==> config.mk <==
export PLATFORM = sky130hd
export DESIGN_NAME = load_use_stall
export DESIGN_NICKNAME = d
export VERILOG_FILES = /design/src/rtl/load_use_stall.sv
export SDC_FILE = /design/constraint.sdc
export NUM_CORES = 1
export LEC_CHECK = 0
export BUFFER_PORTS_ARGS = -buffer_cell sky130_fd_sc_hd__buf_2
export CAP_MARGIN = 30
export CORE_AREA = 4 4 41 43
export DETAILED_ROUTE_END_ITERATION = 10
export DIE_AREA = 0 0 45 47
export GPL_TIMING_DRIVEN = 0
export MAX_ROUTING_LAYER = met4
export PLACE_DENSITY_LB_ADDON = 0.3
export SLEW_MARGIN = 20
export SYNTH_ARGS = -nofsm -noshare
export SYNTH_HDL_FRONTEND = slang
export SYNTH_SLANG_ARGS = --single-unit
export TNS_END_PERCENT = 30
==> constraint.sdc <==
create_clock -name clk -period 3.1 [get_ports clk]
set_input_delay 0.465 -clock clk [delete_from_list [all_inputs] [get_ports clk]]
set_output_delay 0.465 -clock clk [all_outputs]
set_load 0.005 [all_outputs]
==> src/rtl/load_use_stall.sv <==
module load_use_stall #(
  parameter int OPW = 6,
  parameter int RW  = 5,
  parameter logic [OPW-1:0] OP_RR  = 6'h00,
  parameter logic [OPW-1:0] OP_LD  = 6'h23,
  parameter logic [OPW-1:0] OP_ST  = 6'h2b,
  parameter logic [OPW-1:0] OP_BR  = 6'h04
) (
  input  logic           clk,
  input  logic           rst_n,
  input  logic [OPW-1:0] dec_op,
  input  logic [RW-1:0]  dec_rs,
  input  logic [RW-1:0]  dec_rt,
  input  logic [RW-1:0]  ex_rt,
  output logic           stall,
  output logic           pc_we,
  output logic           ifid_we,
  output logic           ex_dst_sel,
  output logic [1:0]     ex_alu_op,
  output logic           ex_alu_src,
  output logic           ex_branch,
  output logic           ex_mem_read,
  output logic           ex_mem_write,
  output logic           ex_reg_write,
  output logic           ex_mem_to_reg
);

  localparam int CW = 9;

  logic [CW-1:0] dec_ctrl;
  logic [CW-1:0] next_ctrl;
  logic [CW-1:0] ex_ctrl;

  always_comb begin
    case (dec_op)
      OP_RR:   dec_ctrl = 9'b1_10_0_0_0_0_1_0;
      OP_LD:   dec_ctrl = 9'b0_00_1_0_1_0_1_1;
      OP_ST:   dec_ctrl = 9'b0_00_1_0_0_1_0_0;
      OP_BR:   dec_ctrl = 9'b0_01_0_1_0_0_0_0;
      default: dec_ctrl = '0;
    endcase
  end

  assign stall   = ex_mem_read && ((ex_rt == dec_rs) || (ex_rt == dec_rt));
  assign pc_we   = !stall;
  assign ifid_we = !stall;

  assign next_ctrl = stall ? '0 : dec_ctrl;

  always_ff @(posedge clk) begin
    if (!rst_n) ex_ctrl <= '0;
    else        ex_ctrl <= next_ctrl;
  end

  assign {ex_dst_sel, ex_alu_op, ex_alu_src, ex_branch,
          ex_mem_read, ex_mem_write, ex_reg_write, ex_mem_to_reg} = ex_ctrl;

endmodule


## Yosys cells after proc, flatten, opt, wreduce, memory -nomap -nowiden

Index checks and enable logic that the tools add are counted.

- Eq/ne operators: 5
- Mux-type cells: 1
- Bitwise gates (word level): 1
- Reduce and logical (&&, ||, !) cells: 5

Operators with widths:

| operator | number |
|---|---|
| $pmux 9 s4 | 1 |
| $eq 6x6->1 const B | 2 |
| $eq 5x5->1 | 2 |
| $eq 6x3->1 const B | 1 |
| $logic_not 6->1 | 1 |
| $reduce_or 2->1 | 1 |
| $logic_and 1x1->1 | 1 |
| $logic_not 1->1 | 1 |
| $logic_or 1x1->1 | 1 |
| $not 1->1 | 1 |

- Flip-flop bits (word level): 9
- Output and inout bits: 12
- Logic and storage cells: 13

## Logic depth before layout (Yosys ltp)

- Depth after elaboration: 4
- Mapped depth: 4
- Gate-level depth less buffers: 4

## Worst setup path before layout

No wires, ideal clock.

- Path kind: input-to-output
- From: in dec_rs[4]
- To: out pc_we
- Data arrival time: 1.274 ns
- Data required time: 2.635 ns
- Slack: 1.361 ns
- Cell stages on the path: 4
- Path buffers: 1
- Path through: xor2_1 > nor4_2 > a32oi_2 > buf_4

- Cells in the longest elaborated chain, start to end: 4

Ends and longest elaborated chain:

| element | RTL line | text |
|---|---|---|
| start, declared | 12 | `input logic [RW-1:0] dec_rs,` |
| $eq 5x5->1 | 44 | `assign stall = ex_mem_read && ((ex_rt == dec_rs) \|\| (ex_rt == dec_rt));` |
| $logic_or 1x1->1 | 44 |  |
| $logic_and 1x1->1 | 44 |  |
| $logic_not 1->1 | -- |  |
| end, declared | 16 | `output logic pc_we,` |

Every way passes these cells.

## Final worst setup path

- From: in ex_rt[4]
- To: out pc_we

- Cells in the longest elaborated chain, start to end: 4

Ends and longest elaborated chain:

| element | RTL line | text |
|---|---|---|
| start, declared | 14 | `input logic [RW-1:0] ex_rt,` |
| $eq 5x5->1 | 44 |  |
| $logic_or 1x1->1 (*) | 44 |  |
| $logic_and 1x1->1 (*) | 44 |  |
| $logic_not 1->1 (*) | 45 | `assign pc_we = !stall;` |

Mark *: on every way between the ends. The rest lies on a longest branch, timed or not.

==> impl_summary.log <==
[metrics] clock period minus worst slack: 2.05 ns
[metrics] Fmax: 489 MHz
[metrics] depth of the worst register-to-register path: 3
[metrics] worst-path cell with the longest stage delay: sky130_fd_sc_hd__nor4_1
[metrics] die outline area: 2120 um2
[metrics] cell count along the critical path: 6
[metrics] wire length of the first global-routing pass: 1510 um
[metrics] number of nets at the end of the flow: 99
[metrics] largest family of logic cells by synthesized area: simple AND/OR/NAND/NOR gates
[metrics] r2r setup slk: 1.99 ns
[metrics] total clock buffers created by CTS: 3
[metrics] clock-pin transition on the worst setup and hold timing paths: 0.04 ns
[metrics] Synth top area share: 32.7%
[metrics] CP endpoint: pc_we
[metrics] diodes inserted: 0
[metrics] Die X-Extent: 45 um
[metrics] CP startpoint: ex_rt[4]
[metrics] cells traversed along the worst timing path: buf_2 -> xor2_1 -> nor4_1 -> a32oi_2 -> buf_4 -> buf_2
[metrics] Starting DRT DRC Count: 0
[metrics] critical path class: in -> out
[metrics] vias per std cell: 4.60
[metrics] run status: finished clean
[metrics] placed wire-length estimate after detailed placement: 799 um
[metrics] overall via count from detail_route: 409
[metrics] Regs by FF count: ex_ctrl x6
[metrics] R2R Path End: ex_ctrl[7]
[metrics] Post-Syn Nets: 60
[metrics] largest area contributor in the synthesized netlist: sky130_fd_sc_hd__dfxtp_1
[metrics] fraction of the cycle the final worst path needs: 66.0%
[metrics] number of setup violations in the final report: 0
[metrics] post-CTS setup repair buffer count: 0
[metrics] number of distinct library cell variants in the gate-level netlist after synthesis: 14
[metrics] Slew @ Worst Pin: 0.407 ns
[metrics] Synth Instances: 37
[metrics] synthesized cell area: 368 um2
[metrics] count of input and output buffers: 34
[metrics] count of clock tree sinks: 6
[metrics] global route overflow: 0
[metrics] post-synthesis adder-cell area fraction: 0%
[metrics] Max-Cap Viols: 0
[metrics] Yosys warnings: 0
[metrics] pin count of the biggest net entering global routing: 10
[metrics] GRT Util Overall: 10.5%
[metrics] number of H-tree branching levels: 1
[metrics] complex-gate fraction of the synthesized area: 6.80%
[metrics] share of cell area taken by muxes after synthesis: 0%
[metrics] insertion delay of the later-clocked pin in the worst-skew pair: 0.24 ns
[metrics] routed wire length: 935 um
[metrics] core area: 1300 um2
[metrics] average size of a mapped cell: 9.94 um2
[metrics] sum of internal, switching and leakage power: 0.183 mW
[metrics] Bufs and invs on worst path: 3
[metrics] element type at the critical path end: output pin
[metrics] Hold/Removal Path Class: in -> reg
[metrics] Avg WL per Cell: 10.5 um
[metrics] Pleak: 0.342 nW
[metrics] Resized Gates After CTS: 0
[metrics] Slew Viols, Final: 0
[metrics] Synth Area in Simple Gates: 26.5%
[metrics] cell types with the largest area share after synthesis: sky130_fd_sc_hd__dfxtp_1 33%, sky130_fd_sc_hd__xor2_1 19%, sky130_fd_sc_hd__and4_1 9.5%, sky130_fd_sc_hd__buf_4 8.2%, sky130_fd_sc_hd__and3_1 5.1%
[metrics] antenna viol nets, final: 0
[metrics] required time of the worst setup path: 2.63 ns
[metrics] Chip Height: 47 um
[metrics] power density over the cells: 316 nW/um2
[metrics] worst-case clock buffer depth: 2
[metrics] biggest cell delay along the critical path: 0.37 ns
[metrics] kind of cell adding the most delay to the critical path: buffers and inverters
[metrics] sort of element at the start of the critical path: input pin
[metrics] vias in the first global route: 413
[metrics] data arrival time of the critical path: 1.58 ns
[metrics] synthesized flop and latch total: 6
[metrics] root buffer cell: sky130_fd_sc_hd__clkbuf_4
[metrics] setup skew after layout: 0.00165 ns
[metrics] Synth Area in XOR/XNOR: 23.8%
[metrics] reg-to-reg critical path startpoint: ex_ctrl[3]
[metrics] number of endpoints with negative hold slack in the final report: 0
[metrics] max FFs per register: 6
[metrics] final RePlAce weighted congestion: 0.624
[metrics] unrepaired setup endpoints after global routing: no
[metrics] I/O pin count: 35
[metrics] antenna violations before repair: 0
[metrics] worst ir drop on vdd: 0.000165 V
[metrics] relative area change from synthesis to final layout: 57.5%
[metrics] highest net fanout along the worst path: 9
[metrics] fraction of the yosys area taken by sequential cells: 32.7%
[metrics] Worst path most repeated cell: sky130_fd_sc_hd__buf_2
[metrics] First-pass DRT Iterations: 1
[metrics] CTS tree: built
[metrics] remaining design rule violation count: 0
[metrics] normalized max-slew margin: 72.6%
[metrics] Initial Util: 28.3%
[metrics] std cell rows: 13
[metrics] fraction of layout instances using a drive strength above 1: 58.1%
[metrics] Total Neg Setup Slack: 0 ns
[metrics] Most flops, register: ex_ctrl
[metrics] hold-fix buffer count after cts: 0
-- metal layers --
metal	vias to the layer above	wire length (um)	GRT usage, %
met1	170	328	10.0
li1	202	-	-
met4	0	28	8.77
met5	-	0	-
met2	32	364	15.5
met3	5	213	5.36
-- power breakdown --
part	switching, mW	internal, mW
clock	0.0274	0.0437
combinational	0.0151	0.0187
sequential	0.000200	0.0780
total	0.0427	0.140
-- worst min-delay path by stage --
| stage | from | to | slack [ns] | cells past startpoint |
|---|---|---|---|---|
| 2_1_floorplan | rst_n | ex_ctrl[1] | 0.61 | 1 |
| 3_3_place_gp | rst_n | ex_ctrl[1] | 0.76 | 2 |
| 3_5_place_dp | rst_n | ex_ctrl[5] | 0.75 | 2 |
| 4_1_cts | rst_n | ex_ctrl[5] | 0.50 | 2 |
| 5_1_grt | rst_n | ex_ctrl[1] | 0.52 | 2 |
| 6_report | rst_n | ex_ctrl[5] | 0.51 | 2 |
-- worst reg2reg max path, delay by kind of cell, from the launching register on --
kind / cells / cell delay (ns)
simple gates: 2 / 0.39
flops: 1 / 0.33
compound gates: 1 / 0.33
-- cell usage after synthesis --
cell,number
sky130_fd_sc_hd__xnor2_1,2
sky130_fd_sc_hd__a32oi_2,1
sky130_fd_sc_hd__nor4_1,2
sky130_fd_sc_hd__xor2_1,8
sky130_fd_sc_hd__inv_1,2
sky130_fd_sc_hd__a22o_1,1
sky130_fd_sc_hd__buf_4,4
sky130_fd_sc_hd__and3b_1,1
sky130_fd_sc_hd__nor4_2,1
sky130_fd_sc_hd__nor2_1,1
sky130_fd_sc_hd__and3_1,3
sky130_fd_sc_hd__and4_1,4
sky130_fd_sc_hd__dfxtp_1,6
sky130_fd_sc_hd__and2_1,1
-- cell families after synthesis --
group           after synthesis
flops                         6
compound gates                2
xor+xnor                     10
simple gates                 13
buf+inv                       6
-- cell type report --
cell class,count,area [um2]
buffer,4,30.0
clock buffer,3,22.5
fill,144,722
inverter,2,7.51
multi-input combinational,25,210
sequential,6,120
tap,15,18.8
timing repair buffer,34,170
-- placed cells by master, fill, tap and decap left out --
master / count
sky130_fd_sc_hd__a22o_1: 1
sky130_fd_sc_hd__nor2_1: 1
sky130_fd_sc_hd__inv_1: 2
sky130_fd_sc_hd__xnor2_1: 2
sky130_fd_sc_hd__buf_2: 34
sky130_fd_sc_hd__a32oi_2: 1
sky130_fd_sc_hd__and3b_1: 1
sky130_fd_sc_hd__xor2_1: 8
sky130_fd_sc_hd__dfxtp_1: 6
sky130_fd_sc_hd__buf_4: 4
sky130_fd_sc_hd__and2_1: 1
sky130_fd_sc_hd__clkbuf_4: 3
sky130_fd_sc_hd__and3_1: 3
sky130_fd_sc_hd__nor4_1: 2
sky130_fd_sc_hd__and4_1: 4
sky130_fd_sc_hd__nor4_2: 1
-- through the flow --
step	instance area, um2	cells	setup slack (ns)	utilization (%)	hold WS [ns]
after floorplan	368	37	1.36	-	0.611
after global placement	557	86	1.05	42.8	0.759
after detailed placement	557	86	1.00	42.8	0.754
after CTS	579	89	1.00	44.5	0.502
after global routing	579	89	0.914	44.5	0.522
final	579	89	1.05	44.5	0.507
No activity file was read; power rests on OpenSTA's default activity.
